--- src/rtl/dds_prof_pkg.sv ---
package dds_prof_pkg;
  localparam int unsigned NPROF_DEF = 4;
  localparam int unsigned FTW_W_DEF = 32;
  localparam int unsigned RATE_W_DEF = 6;
  localparam int unsigned SCALE_W_DEF = 8;
  localparam int unsigned FLD_W = 3;

  typedef enum logic [1:0] {
    MODE_QUAD = 2'd0,
    MODE_TONE = 2'd1,
    MODE_IDAC = 2'd2,
    MODE_RSVD = 2'd3
  } mode_e;

  typedef enum logic [FLD_W-1:0] {
    FLD_FTW   = 3'd0,
    FLD_FLAGS = 3'd1,
    FLD_RATE  = 3'd2,
    FLD_SCALE = 3'd3
  } field_e;
endpackage

--- src/rtl/prof_regs.sv ---
module prof_regs
  import dds_prof_pkg::*;
#(
  parameter int unsigned NPROF   = NPROF_DEF,
  parameter int unsigned FTW_W   = FTW_W_DEF,
  parameter int unsigned RATE_W  = RATE_W_DEF,
  parameter int unsigned SCALE_W = SCALE_W_DEF,
  localparam int unsigned PW     = $clog2(NPROF)
) (
  input  logic               clk_i,
  input  logic               rst_ni,
  input  logic               wr_en_i,
  input  logic [PW-1:0]      wr_prof_i,
  input  logic [FLD_W-1:0]   wr_field_i,
  input  logic [FTW_W-1:0]   wr_data_i,
  input  logic [PW-1:0]      rd_prof_i,
  output logic [FTW_W-1:0]   rd_ftw_o,
  output logic               rd_inv_o,
  output logic               rd_icb_o,
  output logic [RATE_W-1:0]  rd_rate_o,
  output logic [SCALE_W-1:0] rd_scale_o
);
  logic [FTW_W-1:0]   ftw_q   [NPROF];
  logic               inv_q   [NPROF];
  logic               icb_q   [NPROF];
  logic [RATE_W-1:0]  rate_q  [NPROF];
  logic [SCALE_W-1:0] scale_q [NPROF];

  for (genvar p = 0; p < NPROF; p++) begin : g_prof
    logic hit;
    assign hit = wr_en_i && (wr_prof_i == PW'(p));

    always_ff @(posedge clk_i or negedge rst_ni) begin
      if (!rst_ni) begin
        ftw_q[p]   <= '0;
        inv_q[p]   <= 1'b0;
        icb_q[p]   <= 1'b0;
        rate_q[p]  <= '0;
        scale_q[p] <= '0;
      end else if (hit) begin
        unique case (wr_field_i)
          FLD_FTW:   ftw_q[p] <= wr_data_i;
          FLD_FLAGS: begin
            inv_q[p] <= wr_data_i[0];
            icb_q[p] <= wr_data_i[1];
          end
          FLD_RATE:  rate_q[p]  <= wr_data_i[RATE_W-1:0];  // 0 = bypass code
          FLD_SCALE: scale_q[p] <= wr_data_i[SCALE_W-1:0];
          default: ;
        endcase
      end
    end
  end

  assign rd_ftw_o   = ftw_q[rd_prof_i];
  assign rd_inv_o   = inv_q[rd_prof_i];
  assign rd_icb_o   = icb_q[rd_prof_i];
  assign rd_rate_o  = rate_q[rd_prof_i];
  assign rd_scale_o = scale_q[rd_prof_i];
endmodule

--- src/rtl/prof_select.sv ---
module prof_select
  import dds_prof_pkg::*;
#(
  parameter int unsigned NPROF = NPROF_DEF,
  localparam int unsigned PW   = $clog2(NPROF)
) (
  input  logic          clk_i,
  input  logic          rst_ni,
  input  logic [1:0]    mode_i,
  input  logic          samp_stb_i,
  input  logic [PW-1:0] pins_i,
  output logic [PW-1:0] prof_o
);
  logic take;
  // single tone samples on system clock, other modes on the data-clock strobe
  assign take = (mode_i == MODE_TONE) || samp_stb_i;

  always_ff @(posedge clk_i or negedge rst_ni) begin
    if (!rst_ni)   prof_o <= '0;
    else if (take) prof_o <= pins_i;
  end
endmodule

--- src/rtl/phase_acc.sv ---
module phase_acc #(
  parameter int unsigned W = 32
) (
  input  logic         clk_i,
  input  logic         rst_ni,
  input  logic [W-1:0] ftw_i,
  output logic [W-1:0] phase_o
);
  always_ff @(posedge clk_i or negedge rst_ni) begin
    if (!rst_ni)              phase_o <= '0;
    else if (ftw_i == '0)     phase_o <= '0;  // zero-phase park
    else                      phase_o <= phase_o + ftw_i;
  end
endmodule

--- src/rtl/dds_profile_bank.sv ---
module dds_profile_bank
  import dds_prof_pkg::*;
#(
  parameter int unsigned NPROF   = NPROF_DEF,
  parameter int unsigned FTW_W   = FTW_W_DEF,
  parameter int unsigned RATE_W  = RATE_W_DEF,
  parameter int unsigned SCALE_W = SCALE_W_DEF,
  localparam int unsigned PW     = $clog2(NPROF)
) (
  input  logic               clk_i,
  input  logic               rst_ni,
  input  logic               wr_en_i,
  input  logic [PW-1:0]      wr_prof_i,
  input  logic [FLD_W-1:0]   wr_field_i,
  input  logic [FTW_W-1:0]   wr_data_i,
  input  logic [PW-1:0]      sel_i,
  input  logic [1:0]         mode_i,
  input  logic               samp_stb_i,
  output logic [PW-1:0]      act_prof_o,
  output logic [FTW_W-1:0]   ftw_o,
  output logic               spec_inv_o,
  output logic               icic_byp_o,
  output logic [RATE_W-1:0]  cic_rate_o,
  output logic               cic_byp_o,
  output logic [SCALE_W-1:0] scale_o,
  output logic [FTW_W-1:0]   phase_o
);
  logic inv_raw;

  prof_select #(.NPROF(NPROF)) u_sel (
    .clk_i      (clk_i),
    .rst_ni     (rst_ni),
    .mode_i     (mode_i),
    .samp_stb_i (samp_stb_i),
    .pins_i     (sel_i),
    .prof_o     (act_prof_o)
  );

  prof_regs #(
    .NPROF(NPROF), .FTW_W(FTW_W), .RATE_W(RATE_W), .SCALE_W(SCALE_W)
  ) u_regs (
    .clk_i      (clk_i),
    .rst_ni     (rst_ni),
    .wr_en_i    (wr_en_i),
    .wr_prof_i  (wr_prof_i),
    .wr_field_i (wr_field_i),
    .wr_data_i  (wr_data_i),
    .rd_prof_i  (act_prof_o),
    .rd_ftw_o   (ftw_o),
    .rd_inv_o   (inv_raw),
    .rd_icb_o   (icic_byp_o),
    .rd_rate_o  (cic_rate_o),
    .rd_scale_o (scale_o)
  );

  phase_acc #(.W(FTW_W)) u_acc (
    .clk_i   (clk_i),
    .rst_ni  (rst_ni),
    .ftw_i   (ftw_o),
    .phase_o (phase_o)
  );

  assign spec_inv_o = inv_raw && (mode_i == MODE_QUAD);
  assign cic_byp_o  = (cic_rate_o == '0);
endmodule

--- config.mk ---
export PLATFORM = sky130hd
export DESIGN_NAME = dds_profile_bank
export DESIGN_NICKNAME = d
export VERILOG_FILES = /design/src/rtl/dds_prof_pkg.sv /design/src/rtl/prof_regs.sv /design/src/rtl/prof_select.sv /design/src/rtl/phase_acc.sv /design/src/rtl/dds_profile_bank.sv
export SDC_FILE = /design/constraint.sdc
export NUM_CORES = 1
export LEC_CHECK = 0
export ABC_AREA = 0
export ABC_CLOCK_PERIOD_IN_PS = 8300
export BUFFER_PORTS_ARGS = -buffer_cell sky130_fd_sc_hd__buf_2
export CELL_PAD_IN_SITES_DETAIL_PLACEMENT = 0
export CELL_PAD_IN_SITES_GLOBAL_PLACEMENT = 1
export CORE_ASPECT_RATIO = 2
export CORE_UTILIZATION = 35
export CTS_BUF_LIST = sky130_fd_sc_hd__clkbuf_4
export DETAILED_ROUTE_END_ITERATION = 6
export GPL_ROUTABILITY_DRIVEN = 1
export PLACE_DENSITY_LB_ADDON = 0.15
export SLEW_MARGIN = 20
export SYNTH_ARGS = -nofsm -noshare
export SYNTH_HDL_FRONTEND = slang
export SYNTH_SLANG_ARGS = --single-unit
export TNS_END_PERCENT = 1
--- constraint.sdc ---
create_clock -name clk_i -period 8.3 [get_ports clk_i]
set_input_delay 0.415 -clock clk_i [delete_from_list [all_inputs] [get_ports clk_i]]
set_output_delay 0.415 -clock clk_i [all_outputs]
set_load 0.05 [all_outputs]
==> flow_metrics.env <==
export IMPL_clkLatencyLatePin_ns=0.72
export IMPL_setup_tns_ns=0
export IMPL_cp_top_family="compound AO/OA/AOI/OAI gates"
export IMPL_ys_seq_area_frac=0.5024
export IMPL_multiInputGateArea_sq_um=5323
export IMPL_period_needed_ns=4.406
export IMPL_synth_edf_count=0
export IMPL_yosysTopAreaCellShare=0.5024
export IMPL_fin_skew_ns=0.04561
export IMPL_die_height_um=255.6
export IMPL_route_vias_total=7716
export IMPL_finalHoldViolCount=0
export IMPL_peakVddDrop_v=0.0001282
export IMPL_cts_htree_levels=2
export IMPL_drc=0
export IMPL_portBuffers=127
export IMPL_max_freq_mhz=227.0
export IMPL_synth_top_family_by_area="multiplexers"
export IMPL_die_area_sq_um=32920
export IMPL_r2r_end="u_acc.phase_o[17]"
export IMPL_seq_area_sq_um=5660
export IMPL_critPathLaunchType="flop"
export IMPL_required_ns=8.92
export IMPL_cp_max_fo=29
export IMPL_final_cell_count_no_fill=1477
export IMPL_postSynthAreaPerCell_sq_um=13.26
export IMPL_ys_ff_latch=226
export IMPL_grt_setup_unrepaired="no"
export IMPL_post_drt_wl_per_cell_um=21.31
export IMPL_clockRootBuffer="clkbuf_4"
export IMPL_ys_flop_type="dfrtp_1"
export IMPL_postSynthCellCount=849
export IMPL_fin_area_sq_um=13170
export IMPL_die_x_um=128.8
export IMPL_cap_viol_max_count=0
export IMPL_final_cell_mix="224 x dfrtp_1, 194 x mux2_2, 126 x buf_2, 76 x clkbuf_4, 47 x mux4_2"
export IMPL_layout_worst_path_cycle_share=0.5309
export IMPL_timing_critical_path_arrival_ns=5.03
export IMPL_cp_cell_sequence="buf_4, mux4_2, ha_1, nand2_1, o21ai_0, nand4_1, a21oi_1, o21ai_0, nand3b_1, a41oi_1"
export IMPL_netlist_area_sq_um=11260
export IMPL_grt_pass1_wl_um=49560
export IMPL_yosys_area_share_xor_xnor=0.01323
export IMPL_cp_endpoint="u_acc.phase_o[17]"
export IMPL_rrSetupSlack_ns=3.89
export IMPL_max_slew_margin=0.3328
export IMPL_reg2reg_depth=10
export IMPL_grt_max_degree=97
export IMPL_syn_nets=926
export IMPL_core_area_sq_um=31540
export IMPL_finalSetupViolations=0
export IMPL_final_common_cell="dfrtp_1"
export IMPL_slew_viol_final=0
export IMPL_crit_slowest_cell="dfrtp_4"
export IMPL_drive_gt1_frac=0.4378
export IMPL_hold_path_class="primary input to flop"
export IMPL_synth_cell_types=52
export IMPL_cp_startpoint="u_sel.prof_o[0]"
export IMPL_avgViaCountPerCell=5.224
export IMPL_synth_compound_area_frac=0.06481
export IMPL_drtPass1Iterations=4
export IMPL_worstReg2RegStart="u_sel.prof_o[0]"
export IMPL_synthArstFlopShare=1.000
export IMPL_row_count=92
export IMPL_path_clk_slew_ns=0.07
export IMPL_num_fill_cells=3152
export IMPL_cts_made_buffers=55
export IMPL_hpwlAfterDp_um=22530
export IMPL_io_pins=128
export IMPL_start_util=0.3569
export IMPL_synthSimpleGateAreaFrac=0.06670
export IMPL_crit_path_max_incr_delay_ns=0.75
export IMPL_ant_nets=0
export IMPL_area_growth_pct=17.01
export IMPL_status="finished clean"
export IMPL_critPathKind="flop to flop"
export IMPL_ys_warn_count=0
export IMPL_cts_tree="built"
export IMPL_cts_sinks=226
export IMPL_yosysTopAreaCell="dfrtp_1"
export IMPL_synthAdderAreaFrac=0.03624
export IMPL_cp_num_cells=10
export IMPL_synthMuxAreaShare=0.2917
export IMPL_clock_path_buffers=3
export IMPL_endpoint_kind="flop"
export IMPL_nets=1102
export IMPL_grt_usage=0.2015
export IMPL_place_inst=1364
export IMPL_routed_wirelength_um=31470
export IMPL_powerDensity_nw_per_um2=341.6
export IMPL_grt_ovfl_total=0
export IMPL_synthTopCellsByArea="dfrtp_1 50%, mux2_2 19%, mux4_2 9.4%"
export IMPL_worst_pin_slew_ns=0.9987
export IMPL_antenna_found_initial=1
export IMPL_drtIter0Drc=242
export IMPL_place_area_sq_um=12290
export IMPL_p_leak_nw=6.193
export IMPL_first_global_vias=8426
export IMPL_path_buf_inv=1
export IMPL_cpMostUsedCell="o21ai_0"
export IMPL_place_congestion=0.8265
## worst reg2reg max path, delay by kind of cell, from the launching register on
kind,cells,cell delay [ns]
buf+inv,1,0.57
mux,1,0.69
simple gates,3,0.52
flops,1,0.75
compound gates,4,1.42
fa+ha+maj,1,0.38
## kinds of logic after synthesis
family	count (synthesis)
AO/OA/AOI/OAI	112
XOR/XNOR	17
adder cells (fa/ha/maj)	32
buffers and inverters	61
flip-flops	226
multiplexers	245
AND/OR/NAND/NOR	156
## sequential cells by signal, indices dropped and copies added (netlist names)
| name | cells |
|---|---|
| u_regs.rate_q | 24 |
| u_regs.icb_q | 4 |
| u_acc.phase_o | 32 |
| u_sel.prof_o | 2 |
| u_regs.inv_q | 4 |
| u_regs.ftw_q | 128 |
| u_regs.scale_q | 32 |
## layer usage
| layer | up-vias | part of all wire | global-route usage |
|---|---|---|---|
| met5 | - | 0 | 0 |
| met4 | 0 | 0.027 | 0.07712 |
| met3 | 58 | 0.045 | 0.04243 |
| met2 | 180 | 0.57 | 0.3797 |
| met1 | 3953 | 0.36 | 0.2130 |
| li1 | 3525 | - | - |
## power by group
group,total [mW],switching (mW),leakage (nW),internal (mW)
clock network,0.851,0.437,0.366,0.414
registers,1.54,0.162,2.85,1.37
logic,2.11,1.37,2.98,0.738
total,4.50,1.97,6.19,2.52
## what timing repair did
action,in CTS,in global routing
setup buffers,0,0
hold buffers,27,0
hold endpoints to repair,190,0
resized for setup,0,0
## synthesized netlist by cell type, types with 4 or more instances
master and count:
a211oi_1 5, a21oi_1 33, dfrtp_1 226, o211ai_1 4
nand3_1 8, o21ai_0 20, o21bai_1 5, ha_1 31
nor2_1 38, nand4_1 8, a31oi_1 6, o31a_1 4
buf_6 4, nor3_1 14, buf_1 13, clkbuf_1 20
nor4_1 11, a21o_1 14, buf_4 4, nand2_1 44
o21a_1 6, mux2i_1 4, xor2_1 12, nor3b_1 4
mux4_2 47, nor2b_1 11, mux2_2 194, and3_1 7
xnor2_1 5, inv_1 16
## through the flow
step           hold slack (ns)    util  worst slack [ns]  total power, mW
6_report               0.07127  0.4176             3.894            4.499
3_5_place_dp            0.4872  0.3897             3.808            3.682
3_3_place_gp            0.4808  0.3897             3.812            3.671
5_1_grt                0.04209  0.4176             3.469            4.804
4_1_cts                0.01551  0.4175             3.777            4.576
2_1_floorplan           0.1194       -             3.720            3.090
## worst min-delay path by stage
| stage | from | to | slack [ns] | cells past startpoint |
|---|---|---|---|---|
| CTS | wr_data_i[7] | u_regs.ftw_q[71] | 0.02 | 2 |
| global placement | u_regs.ftw_q[57] | u_regs.ftw_q[57] | 0.48 | 1 |
| floorplan | rst_ni | u_acc.phase_o[0] | 0.12 | 0 |
| detailed placement | u_regs.ftw_q[61] | u_regs.ftw_q[61] | 0.49 | 1 |
| finish | wr_data_i[6] | u_regs.scale_q[22] | 0.07 | 2 |
| global route | wr_data_i[7] | u_regs.ftw_q[7] | 0.04 | 2 |
## cell type report
class / count / area share
Clock inverter: 9 / 0.002660
Inverter: 17 / 0.005035
Tap cell: 423 / 0.04019
Sequential cell: 226 / 0.4298
Antenna cell: 1 / 0.0001900
Clock buffer: 76 / 0.04332
Timing Repair Buffer: 163 / 0.07467
Multi-Input combinational cell: 562 / 0.4041
Power figures use the tool's default switching activity.
